`src/rtl/cfg_serial_pkg.sv`:
```
package cfg_serial_pkg;
    localparam int WORD_W      = 22;
    localparam int ADDR_W      = 2;
    localparam int REF_W       = 14;
    localparam int SYNC_STAGES = 2;

    typedef enum logic [1:0] {
        SEL_CH2_REF = 2'b00,
        SEL_CH2_AB  = 2'b01,
        SEL_CH1_REF = 2'b10,
        SEL_CH1_AB  = 2'b11
    } latch_sel_e;
endpackage

```
`src/rtl/cfg_edge_sync.sv`:
```
module cfg_edge_sync #(
    parameter int STAGES = 2
) (
    input  logic clk,
    input  logic rst_n,
    input  logic async_in,
    output logic level,
    output logic rise
);
    typedef struct packed {
        logic [STAGES:0] pipe;
    } sync_state_t;

    sync_state_t state_d, state_q;

    always_comb begin
        state_d      = state_q;
        state_d.pipe = {state_q.pipe[STAGES-1:0], async_in};
    end

    always_ff @(posedge clk or negedge rst_n) begin
        if (!rst_n) state_q <= '0;
        else        state_q <= state_d;
    end

    assign level = state_q.pipe[STAGES-1];
    assign rise  = state_q.pipe[STAGES-1] & ~state_q.pipe[STAGES];
endmodule

```
`src/rtl/cfg_shift_reg.sv`:
```
module cfg_shift_reg #(
    parameter int WIDTH = 22
) (
    input  logic             clk,
    input  logic             rst_n,
    input  logic             shift_en,
    input  logic             bit_in,
    output logic [WIDTH-1:0] word
);
    typedef struct packed {
        logic [WIDTH-1:0] sreg;
    } shift_state_t;

    shift_state_t state_d, state_q;

    always_comb begin
        state_d = state_q;
        if (shift_en) begin
            state_d.sreg = {state_q.sreg[WIDTH-2:0], bit_in};
        end
    end

    always_ff @(posedge clk or negedge rst_n) begin
        if (!rst_n) state_q <= '0;
        else        state_q <= state_d;
    end

    assign word = state_q.sreg;
endmodule

```
`src/rtl/cfg_latch_bank.sv`:
```
module cfg_latch_bank #(
    parameter int PAY_W  = 20,
    parameter int ADDR_W = 2,
    localparam int NUM_LATCH = 1 << ADDR_W
) (
    input  logic                            clk,
    input  logic                            rst_n,
    input  logic                            load,
    input  logic [ADDR_W-1:0]               addr,
    input  logic [PAY_W-1:0]                payload,
    output logic [NUM_LATCH-1:0][PAY_W-1:0] latches,
    output logic [NUM_LATCH-1:0]            written,
    output logic                            ready
);
    typedef struct packed {
        logic [NUM_LATCH-1:0][PAY_W-1:0] data;
        logic [NUM_LATCH-1:0]            seen;
        logic                            ready;
    } bank_state_t;

    bank_state_t state_d, state_q;

    always_comb begin
        state_d = state_q;
        for (int i = 0; i < NUM_LATCH; i++) begin
            if (load && (addr == ADDR_W'(i))) begin
                state_d.data[i] = payload;
                state_d.seen[i] = 1'b1;
            end
        end
        state_d.ready = &state_d.seen;
    end

    always_ff @(posedge clk or negedge rst_n) begin
        if (!rst_n) state_q <= '0;
        else        state_q <= state_d;
    end

    assign latches = state_q.data;
    assign written = state_q.seen;
    assign ready   = state_q.ready;
endmodule

```
`src/rtl/cfg_serial_if.sv`:
```
module cfg_serial_if
    import cfg_serial_pkg::*;
#(
    parameter int WORD_BITS  = cfg_serial_pkg::WORD_W,
    parameter int SEL_BITS   = cfg_serial_pkg::ADDR_W,
    parameter int RATIO_BITS = cfg_serial_pkg::REF_W,
    parameter int SYNC_DEPTH = cfg_serial_pkg::SYNC_STAGES,
    localparam int PAY_BITS  = WORD_BITS - SEL_BITS,
    localparam int N_LATCH   = 1 << SEL_BITS
) (
    input  logic                  clk,
    input  logic                  rst_n,
    input  logic                  ser_clk,
    input  logic                  ser_data,
    input  logic                  ser_le,
    output logic [PAY_BITS-1:0]   ch2_ref,
    output logic [PAY_BITS-1:0]   ch2_ab,
    output logic [PAY_BITS-1:0]   ch1_ref,
    output logic [PAY_BITS-1:0]   ch1_ab,
    output logic [RATIO_BITS-1:0] ch2_ref_ratio,
    output logic [RATIO_BITS-1:0] ch1_ref_ratio,
    output logic                  all_loaded
);
    logic                               sclk_level, sclk_rise;
    logic                               le_level, le_rise;
    logic                               sdata_level, sdata_rise;
    logic                               shift_en;
    logic [WORD_BITS-1:0]               word;
    logic [N_LATCH-1:0][PAY_BITS-1:0]   latches;
    logic [N_LATCH-1:0]                 written;

    cfg_edge_sync #(.STAGES(SYNC_DEPTH)) u_sync_sclk (
        .clk(clk), .rst_n(rst_n), .async_in(ser_clk),
        .level(sclk_level), .rise(sclk_rise)
    );
    cfg_edge_sync #(.STAGES(SYNC_DEPTH)) u_sync_le (
        .clk(clk), .rst_n(rst_n), .async_in(ser_le),
        .level(le_level), .rise(le_rise)
    );
    cfg_edge_sync #(.STAGES(SYNC_DEPTH)) u_sync_data (
        .clk(clk), .rst_n(rst_n), .async_in(ser_data),
        .level(sdata_level), .rise(sdata_rise)
    );

    assign shift_en = sclk_rise & ~le_level;

    cfg_shift_reg #(.WIDTH(WORD_BITS)) u_shift (
        .clk(clk), .rst_n(rst_n), .shift_en(shift_en),
        .bit_in(sdata_level), .word(word)
    );

    cfg_latch_bank #(.PAY_W(PAY_BITS), .ADDR_W(SEL_BITS)) u_bank (
        .clk(clk), .rst_n(rst_n), .load(le_rise),
        .addr(word[SEL_BITS-1:0]), .payload(word[WORD_BITS-1:SEL_BITS]),
        .latches(latches), .written(written), .ready(all_loaded)
    );

    assign ch2_ref       = latches[SEL_CH2_REF];
    assign ch2_ab        = latches[SEL_CH2_AB];
    assign ch1_ref       = latches[SEL_CH1_REF];
    assign ch1_ab        = latches[SEL_CH1_AB];
    assign ch2_ref_ratio = ch2_ref[RATIO_BITS-1:0];
    assign ch1_ref_ratio = ch1_ref[RATIO_BITS-1:0];
endmodule

```
`config.mk`:
```
export PLATFORM = sky130hd
export DESIGN_NAME = cfg_serial_if
export DESIGN_NICKNAME = d
export VERILOG_FILES = /design/src/rtl/cfg_serial_pkg.sv /design/src/rtl/cfg_edge_sync.sv /design/src/rtl/cfg_shift_reg.sv /design/src/rtl/cfg_latch_bank.sv /design/src/rtl/cfg_serial_if.sv
export SDC_FILE = /design/constraint.sdc
export NUM_CORES = 1
export LEC_CHECK = 0
export BUFFER_PORTS_ARGS = -buffer_cell sky130_fd_sc_hd__buf_2
export CORE_ASPECT_RATIO = 1.5
export CORE_MARGIN = 2
export CORE_UTILIZATION = 35
export DETAILED_ROUTE_END_ITERATION = 7
export PLACE_DENSITY = 0.62
export SYNTH_ARGS = -nofsm -noshare
export SYNTH_HDL_FRONTEND = slang
export SYNTH_SLANG_ARGS = --single-unit
export TNS_END_PERCENT = 30
```
`constraint.sdc`:
```
create_clock -name clk -period 1.75 [get_ports clk]
set_clock_uncertainty 0.1 [all_clocks]
set_input_delay 0.4375 -clock clk [delete_from_list [all_inputs] [get_ports clk]]
set_output_delay 0.4375 -clock clk [all_outputs]
set_load 0.01 [all_outputs]
```
==> flow_metrics.tcl, run 1 <==
set metrics [dict create \
    syn_inst 270 \
    grt_usage_pct 14.4 \
    dp_hpwl_mm 5.87 \
    antenna_found_initial 0 \
    cp.arrival_ps 1830 \
    final_nets 382 \
    syn_avg_cell_area_um2 16.5 \
    fmaxAchievable_mhz 610 \
    use_met3_pct 4.87 \
    worstMarginPinSlew_ps 353 \
    crit_buf_inv 1 \
    status "finished clean" \
    vias 2499 \
    grt_util_met1_pct 18.6 \
    yosysSeqAreaShare_pct 64.8 \
    worst_slack_ps 112 \
    grt_max_degree 66 \
    synth_warnings 0 \
    cp-end-kind "flop" \
    crit_slowest_cell "dfrtp_1" \
    synthTopCellsByCount "dfrtp_1, mux2_2, buf_4" \
    gp_congestion 0.701 \
    cpLargestDelayFamily "flip-flops" \
    ant_nets 0 \
    io-pin-count 114 \
    rsz0062_at_grt "false" \
    start_util_pct 35.7 \
    leakagePower_nw 3.08 \
    cts_root_buf "clkbuf_16" \
    slew_violations 0 \
    synth_enable_flop_cells 0 \
    fp.dieW_um 96.0 \
    ys_seq_elements 115 \
    fin_util_pct 45.8 \
    grt_pass1_vias 2643 \
    clk_latency_ps 410 \
    cts_setup_buffers 0 \
    cp.required_ps 1940 \
    dp_slack_ps 94.0 \
    grtUsageMet2_pct 21.9 \
    grt_first_pass_wirelength_mm 14.6 \
    period_minus_slack_ps 1640 \
    slew-limit-headroom_pct 76.4 \
    yosys_most_used_dff "dfrtp_1" \
    finalHoldViolCount 0 \
    viasPerCell 4.58 \
    cts_made_buffers 17 \
    dieArea_mm2 0.0136 \
    crit_path_start_kind "flop" \
    hold_path.class "in -> reg" \
    cts_resized 0 \
    clock_path_buffers 2 \
    cp_cell_sequence "nor4b_4, buf_12, mux2_2" \
    post_synth_num_cell_types 16 \
    drt_iter0_markers 50 \
    cts_tree "built" \
    wl_per_cell_um 16.1 \
    synth_top_area_cell "dfrtp_1" \
    fill_cells 1156 \
    drt-total-wl_mm 8.77 \
    remaining_drc_errors 0 \
    crit_type "reg -> reg" \
    yosys-top-cells-area "dfrtp_1, mux2_2, buf_4" \
    diodes 0 \
    fp-row-count 50 \
    syn_to_final_growth_pct 28.4 \
    clock-sinks 115 \
    overflow 0 \
    drt-pass1-iter-count 4 \
    peakVddDrop_v 0.000714 \
    setup_viol 0 \
    busiest_layer "met2" \
    power_density_mw_per_mm2 1400 \
    drv_cap 0 \
    drive_gt1_share_pct 67.9 \
    period_share_pct 93.6 \
    yosysTopAreaCellShare_pct 64.8 \
    async_reset_ff_share_pct 100 \
    clk_pin_slew_ps 50 \
    fp.coreArea_mm2 0.0124 \
    syn_nets 275 \
    portBuffers 113 \
    cp_max_fo 18 \
    die_y_um 142 \
    max_stage_delay_ps 450 \
    synth_area_mm2 0.00444 \
    yosysMostFrequentCell "dfrtp_1" \
    final.setup.tns_ps 0 \
    cts.htree.levels 4 \
]
-- stage by stage --
stage	total power [mW]	area (um2)	hold slack [ps]	instances
finish	8.01	5710	37.2	546
global route	8.42	5710	21.2	546
CTS	8.13	5710	20.9	546
detailed placement	4.61	5090	240	513
global placement	4.57	5090	239	513
floorplan	4.15	4440	41.9	270
-- sequential cells by signal (all words and copies together), names as in the netlist --
signal and count:
u_bank.latches 80, u_shift.word 22, u_bank.written 4, u_sync_le.state_q 3
u_sync_sclk.state_q 3, u_sync_data.state_q 2, u_bank.ready 1
-- where the power goes --
part	switching, mW	internal (mW)
registers	0.303	3.04
logic	0.553	0.633
clock network	1.21	2.27
total	2.07	5.94
-- metal layers --
layer  up-vias  part of all wire, %
li1       1137                    -
met1      1273                   44
met2        77                   49
met3        12                  5.5
met4         0                  1.8
met5         -                    0
-- cell families (layout without fill, tap and decap cells) --
family	count (synthesis)	in the layout	synth area share [%]
DFF	115	115	64.8
muxes	102	102	25.9
buffers and inverters	39	159	6.45
and+or+nand+nor	11	11	2.53
AOI/OAI and AO/OA	3	3	0.394
-- cell usage in the layout (no fill, tap or decap) --
cell type and count:
dfrtp_1 115, buf_2 112, mux2_2 101, clkbuf_16 17, buf_4 7, buf_12 6, or2_2 4, clkinv_2 4
clkinvlp_4 3, bufinv_16 3, and4bb_4 2, o21ai_0 2, clkinv_4 2, nand4b_1 1, nand2b_1 1, nor4b_4 1
nand2_1 1, inv_1 1, a22oi_1 1, nor3b_4 1, mux2_1 1, inv_6 1, clkbuf_1 1, clkbuf_8 1
dlygate4sd3_1 1
-- area by class of cell --
type / instances / area (um2) / share of cell area, %
flip-flops and latches: 115 / 2880 / 50.4
multi-input cells: 116 / 1280 / 22.5
repair buffers: 126 / 743 / 13.0
clock buffers: 19 / 443 / 7.76
well taps: 156 / 195 / 3.42
clock inverters: 13 / 159 / 2.78
inverters: 1 / 3.75 / 0.0658
-- final timing paths --
kind / startpoint / to / slack, ps / depth (start not counted)
setup / recovery: u_shift.word[1] / u_bank.latches[8] / 110 / 3
hold / removal: ser_clk / u_sync_sclk.state_q[0] / 40 / 1
setup reg to reg: u_shift.word[1] / u_bank.latches[8] / 110 / 3
hold reg to reg: u_sync_data.state_q[0] / u_sync_data.state_q[1] / 250 / 0
max in group asynchronous: rst_n / u_shift.word[3] / 760 / 3
min in group asynchronous: rst_n / u_bank.latches[13] / 460 / 3
-- worst reg2reg max path, cell delays in order (launching register included) --
cell and delay (ps):
dfrtp_1 450, nor4b_4 390, buf_12 220, mux2_2 360
-- timing repair --
item	CTS	global route
hold buffers	1	0
setup endpoints to repair	0	0
hold endpoints to repair	115	0
Power figures use the tool's default switching activity.
==> inputs of run 2 (changes only) <==
--- a/config.mk
+++ b/config.mk
@@ -11,6 +11,7 @@
 export CORE_UTILIZATION = 35
 export DETAILED_ROUTE_END_ITERATION = 7
 export PLACE_DENSITY = 0.62
+export SETUP_SLACK_MARGIN = 0.2
 export SYNTH_ARGS = -nofsm -noshare
 export SYNTH_HDL_FRONTEND = slang
 export SYNTH_SLANG_ARGS = --single-unit
==> constraint.sdc (replaced) <==
create_clock -name clk -period 1.75 [get_ports clk]
set_clock_uncertainty 0.1 [all_clocks]
set_input_delay 0.4375 -clock clk [delete_from_list [all_inputs] [get_ports clk]]
set_output_delay 0.4375 -clock clk [all_outputs]
set_load 0.1 [all_outputs]
==> flow_metrics.tcl, run 2 (synthesized netlist as in run 1, its figures left out) <==
set metrics [dict create \
    gp_congestion 0.682 \
    finalInstanceArea_mm2 0.00670 \
    antenna_found_initial 0 \
    pwr-share-clk_pct 28.2 \
    clk_pin_slew_ps 60 \
    finalHoldViolCount 0 \
    drt_iter0_markers 59 \
    largest_register_ffs 80 \
    cp_max_fo 6 \
    cts_made_buffers 17 \
    swShare_pct 43.4 \
    crit_top_cell "buf_4" \
    clk_latency_ps 400 \
    cp-end-kind "flop" \
    clock_path_buffers 2 \
    comb_power_share_pct 40.9 \
    peakVddDrop_v 0.000841 \
    grt_usage_pct 14.6 \
    drt-pass1-iter-count 6 \
    slew_violations 0 \
    power_density_mw_per_mm2 1700 \
    dp_hpwl_mm 6.03 \
    crit_type "reg -> reg" \
    start_util_pct 35.7 \
    final_cell_mix "mux2_2, dfrtp_1, buf_4" \
    pwr-share-seq_pct 30.9 \
    syn_to_final_growth_pct 50.7 \
    drt-total-wl_mm 9.73 \
    timing.rr.start "u_shift.word[1]" \
    cp_cell_sequence "nor4b_4, buf_4, buf_4, mux2_2" \
    viasPerCell 4.65 \
    dieArea_mm2 0.0136 \
    finalPower_mw 11.4 \
    fp.coreArea_mm2 0.0124 \
    fp.dieW_um 96.0 \
    whs_ps 41.2 \
    crit_buf_inv 2 \
    final.setup.tns_ps 0 \
    hold_path.class "in -> reg" \
    drv_cap 0 \
    leakagePower_nw 3.22 \
    remaining_drc_errors 0 \
    vias 2589 \
    io-pin-count 114 \
    crit_slowest_cell "dfrtp_2" \
    die_y_um 142 \
    crit_start "u_shift.word[1]" \
    final_common_cell "mux2_2" \
    portBuffers 113 \
    rsz0062_at_grt "true" \
    cpLargestDelayFamily "flip-flops" \
    cp.arrival_ps 1830 \
    drive_gt1_share_pct 76.8 \
    cts_root_buf "clkbuf_16" \
    cp.required_ps 1940 \
    max_stage_delay_ps 440 \
    setup_viol 0 \
    grt_max_degree 44 \
    ant_nets 0 \
    hp-start "ser_clk" \
    wl_per_cell_um 17.5 \
    slew-limit-headroom_pct 80.5 \
    grt_first_pass_wirelength_mm 14.9 \
    switching_power_mw 4.93 \
    worstMarginPinSlew_ps 295 \
    p_int_mw 6.43 \
    status "finished clean" \
    period_share_pct 93.5 \
    fp-row-count 50 \
    cts_tree "built" \
    overflow 0 \
    clock-sinks 115 \
    placed_cell_area_mm2 0.00514 \
    fmaxAchievable_mhz 611 \
    period_minus_slack_ps 1640 \
    diodes 0 \
    grt_pass1_vias 2713 \
    final_nets 393 \
    cts.htree.levels 4 \
    fin_util_pct 53.8 \
    crit_path_start_kind "flop" \
]
run 2: cell types whose count changed in the layout (fill, tap and decap cells not counted), sizes merged:
cell,change
bufinv,-2
clkinvlp,+2
clkinv,+1
clkbuf,-1
buf,+10
inv,+1
run 2: final timing paths:
check                                          to  slack [ps]  depth (start not counted)
setup reg to reg               u_bank.latches[16]         110                          4
min in group asynchronous      u_bank.latches[54]         330                          2
max in group asynchronous       u_bank.latches[9]         670                          3
hold reg to reg            u_sync_data.state_q[1]         250                          0
setup / recovery               u_bank.latches[16]         110                          4
hold / removal             u_sync_sclk.state_q[0]          40                          1
run 2: through the flow:
step | instances | worst slack [ps]
after detailed placement | 514 | 119
after global routing | 557 | 74.1
after global placement | 514 | 185
after floorplan | 270 | 168
final | 557 | 113
after CTS | 549 | 96.2
run 2: layout make-up:
type,instances,area [um2]
clock inverters,15,135
fillers,1004,5750
inverters,1,3.75
clock buffers,17,425
repair buffers,137,1680
flip-flops and latches,115,2940
multi-input cells,116,1320
well taps,156,195
run 2: worst register-to-register path, stage by stage (launching register included):
cell and delay [ps]:
dfrtp_2 440, nor4b_4 290, buf_4 190, buf_4 170, mux2_2 340
run 2: per-layer routing:
layer | wire length [um] | part of all wire, % | GRT usage (%)
met1 | 3940 | 41 | 17.3
met5 | 0 | 0 | 0
met3 | 597 | 6.1 | 5.83
met2 | 5110 | 53 | 23.5
met4 | 76 | 0.78 | 5.86
run 2: power by group through the flow:
stage	Combinational (mW)	Sequential, mW	Clock [mW]
2_1_floorplan	1.59	5.24	0
3_3_place_gp	3.86	3.41	0
3_5_place_dp	3.89	3.43	0
4_1_cts	4.43	3.48	3.30
5_1_grt	4.78	3.58	3.42
6_report	4.65	3.51	3.20
run 2: repair_timing:
item                                    4_1_cts  5_1_grt
resized for setup                           218       49
endpoints found under the setup margin      165      182
hold buffers                                  1        0
buffers inserted                              2        5
pin swaps                                     0        1
cloned                                        0        3
hold endpoints to repair                      9        0
==> inputs of run 3 (changes only) <==
--- a/config.mk
+++ b/config.mk
@@ -8,9 +8,9 @@
 export BUFFER_PORTS_ARGS = -buffer_cell sky130_fd_sc_hd__buf_2
 export CORE_ASPECT_RATIO = 1.5
 export CORE_MARGIN = 2
-export CORE_UTILIZATION = 35
+export CORE_UTILIZATION = 50
 export DETAILED_ROUTE_END_ITERATION = 7
-export PLACE_DENSITY = 0.62
+export PLACE_DENSITY = 0.81
 export SETUP_SLACK_MARGIN = 0.2
 export SYNTH_ARGS = -nofsm -noshare
 export SYNTH_HDL_FRONTEND = slang
==> flow_metrics.tcl, run 3 (synthesized netlist as in run 1, its figures left out) <==
set metrics [dict create \
    io-pin-count 114 \
    fp.dieW_um 81.0 \
    cp.depth 1 \
    switching_power_mw 4.83 \
    portBuffers 113 \
    worst_r2r_path_depth 4 \
    comb_power_share_pct 39.5 \
    remaining_drc_errors 0 \
    setup_viol 0 \
    crit_start "u_bank.latches[40]" \
    slew_violations 0 \
    gp_congestion 0.718 \
    grt_max_degree 56 \
    dieArea_mm2 0.00967 \
    cp-end-kind "primary output" \
    cp_max_fo 3 \
    crit_type "reg -> out" \
    power_density_mw_per_mm2 1720 \
    clk_pin_slew_ps 50 \
    worstMarginPinSlew_ps 466 \
    diodes 0 \
    r2r_slack_ps 130 \
    p_int_mw 6.66 \
    cp.arrival_ps 1100 \
    clk_latency_ps 400 \
    worst_slack_ps 117 \
    grt_usage_pct 20.7 \
    final_common_cell "dfrtp_1" \
    grt_pass1_vias 2844 \
    fmaxAchievable_mhz 612 \
    fp.coreArea_mm2 0.00872 \
    slew-limit-headroom_pct 68.9 \
    fin_util_pct 76.6 \
    cts_root_buf "clkbuf_16" \
    cp.required_ps 1210 \
    start_util_pct 50.9 \
    period_share_pct 93.3 \
    pwr-share-clk_pct 29.9 \
    cts_tree "built" \
    vias 2631 \
    register_area_mm2 0.00294 \
    grt_first_pass_wirelength_mm 14.7 \
    peakVddDrop_v 0.00171 \
    drt_iter0_markers 129 \
    clock-sinks 115 \
    final_nets 396 \
    holdPathEnd "u_sync_data.state_q[0]" \
    cts_made_buffers 17 \
    dp_hpwl_mm 5.74 \
    largest_register_ffs 80 \
    viasPerCell 5.12 \
    hp-start "ser_data" \
    ant_nets 0 \
    r2r-end "u_bank.latches[4]" \
    crit_slowest_cell "dfrtp_4" \
    fill_cells 478 \
    overflow 0 \
    rsz0062_at_grt "true" \
    wl_per_cell_um 20.1 \
    swShare_pct 42.0 \
    final_cell_mix "dfrtp_1, mux2_2, buf_4" \
    die_y_um 119 \
    syn_to_final_growth_pct 50.5 \
    crit_path_start_kind "flop" \
    max_stage_delay_ps 500 \
    hold_path.class "in -> reg" \
    antenna_found_initial 0 \
    leakagePower_nw 3.27 \
    drt-total-wl_mm 10.3 \
    final.setup.tns_ps 0 \
    dp_slack_ps 160 \
    multi_input_area_mm2 0.00135 \
    finalHoldViolCount 0 \
    drt-pass1-iter-count 4 \
    timing.rr.start "u_shift.word[0]" \
    status "finished clean" \
    crit_buf_inv 1 \
    cts.htree.levels 4 \
    clock_path_buffers 2 \
    drv_cap 0 \
    cpLargestDelayFamily "flip-flops" \
    cp_cell_sequence "buf_8" \
    period_minus_slack_ps 1630 \
    whs_path_depth 1 \
    fp-row-count 42 \
    drive_gt1_share_pct 76.0 \
    pwr-share-seq_pct 30.7 \
]
-- run 3: cell types whose count changed in the layout (fill, tap and decap cells not counted), moves of 4 or more --
cell,change
buf_12,-7
mux2_2,-8
clkinvlp_4,-5
clkinv_4,-4
clkbuf_8,+10
buf_4,+4
mux2_4,+8
-- run 3: worst max-delay path by stage --
stage                         end  slack, ps
2_1_floorplan    ch1_ref_ratio[4]        170
3_3_place_gp    u_bank.latches[0]        200
3_5_place_dp   u_bank.latches[54]        160
4_1_cts                ch1_ref[2]        110
5_1_grt         u_bank.latches[4]         60
6_report               ch1_ref[0]        120
-- run 3: final cells by class --
class | count | share of cell area [%]
inverters | 1 | 0.0561
clock buffers | 30 | 8.59
repair buffers | 140 | 24.6
multi-input cells | 116 | 20.2
clock inverters | 2 | 0.524
well taps | 110 | 2.06
flip-flops and latches | 115 | 43.9
-- run 3: layer usage --
metal	up-vias	GRT usage [%]	share of wire (%)	routed length, um
met5	-	0	0	0
met4	0	5.40	0.96	99
met3	11	8.56	4.9	512
met2	84	35.9	57	5850
met1	1387	23.1	38	3890
li1	1149	-	-	-
-- run 3: metrics by stage --
step                      hold WS (ps)  cells  cell area (um2)  total power, mW
after global placement             233    468             5090             7.26
after floorplan                   41.9    270             4500             6.84
after CTS                         21.4    502             6270             11.2
final                             39.3    514             6690             11.5
after global routing              16.5    514             6690             11.8
after detailed placement           236    468             5090             7.31
-- run 3: what timing repair did --
action / in CTS / in global routing
endpoints found under the hold margin: 80 / 0
setup endpoints to repair: 145 / 178
buffers inserted: 1 / 9
resized for setup: 179 / 83
hold buffers: 1 / 0
cloned: 0 / 3
pin swaps: 0 / 2
-- run 3: power by group through the flow --
stage | logic [mW] | registers (mW) | clock network [mW]
global route | 4.64 | 3.58 | 3.60
global placement | 3.85 | 3.41 | 0
finish | 4.53 | 3.52 | 3.43
CTS | 4.24 | 3.46 | 3.47
floorplan | 1.59 | 5.24 | 0
detailed placement | 3.87 | 3.44 | 0
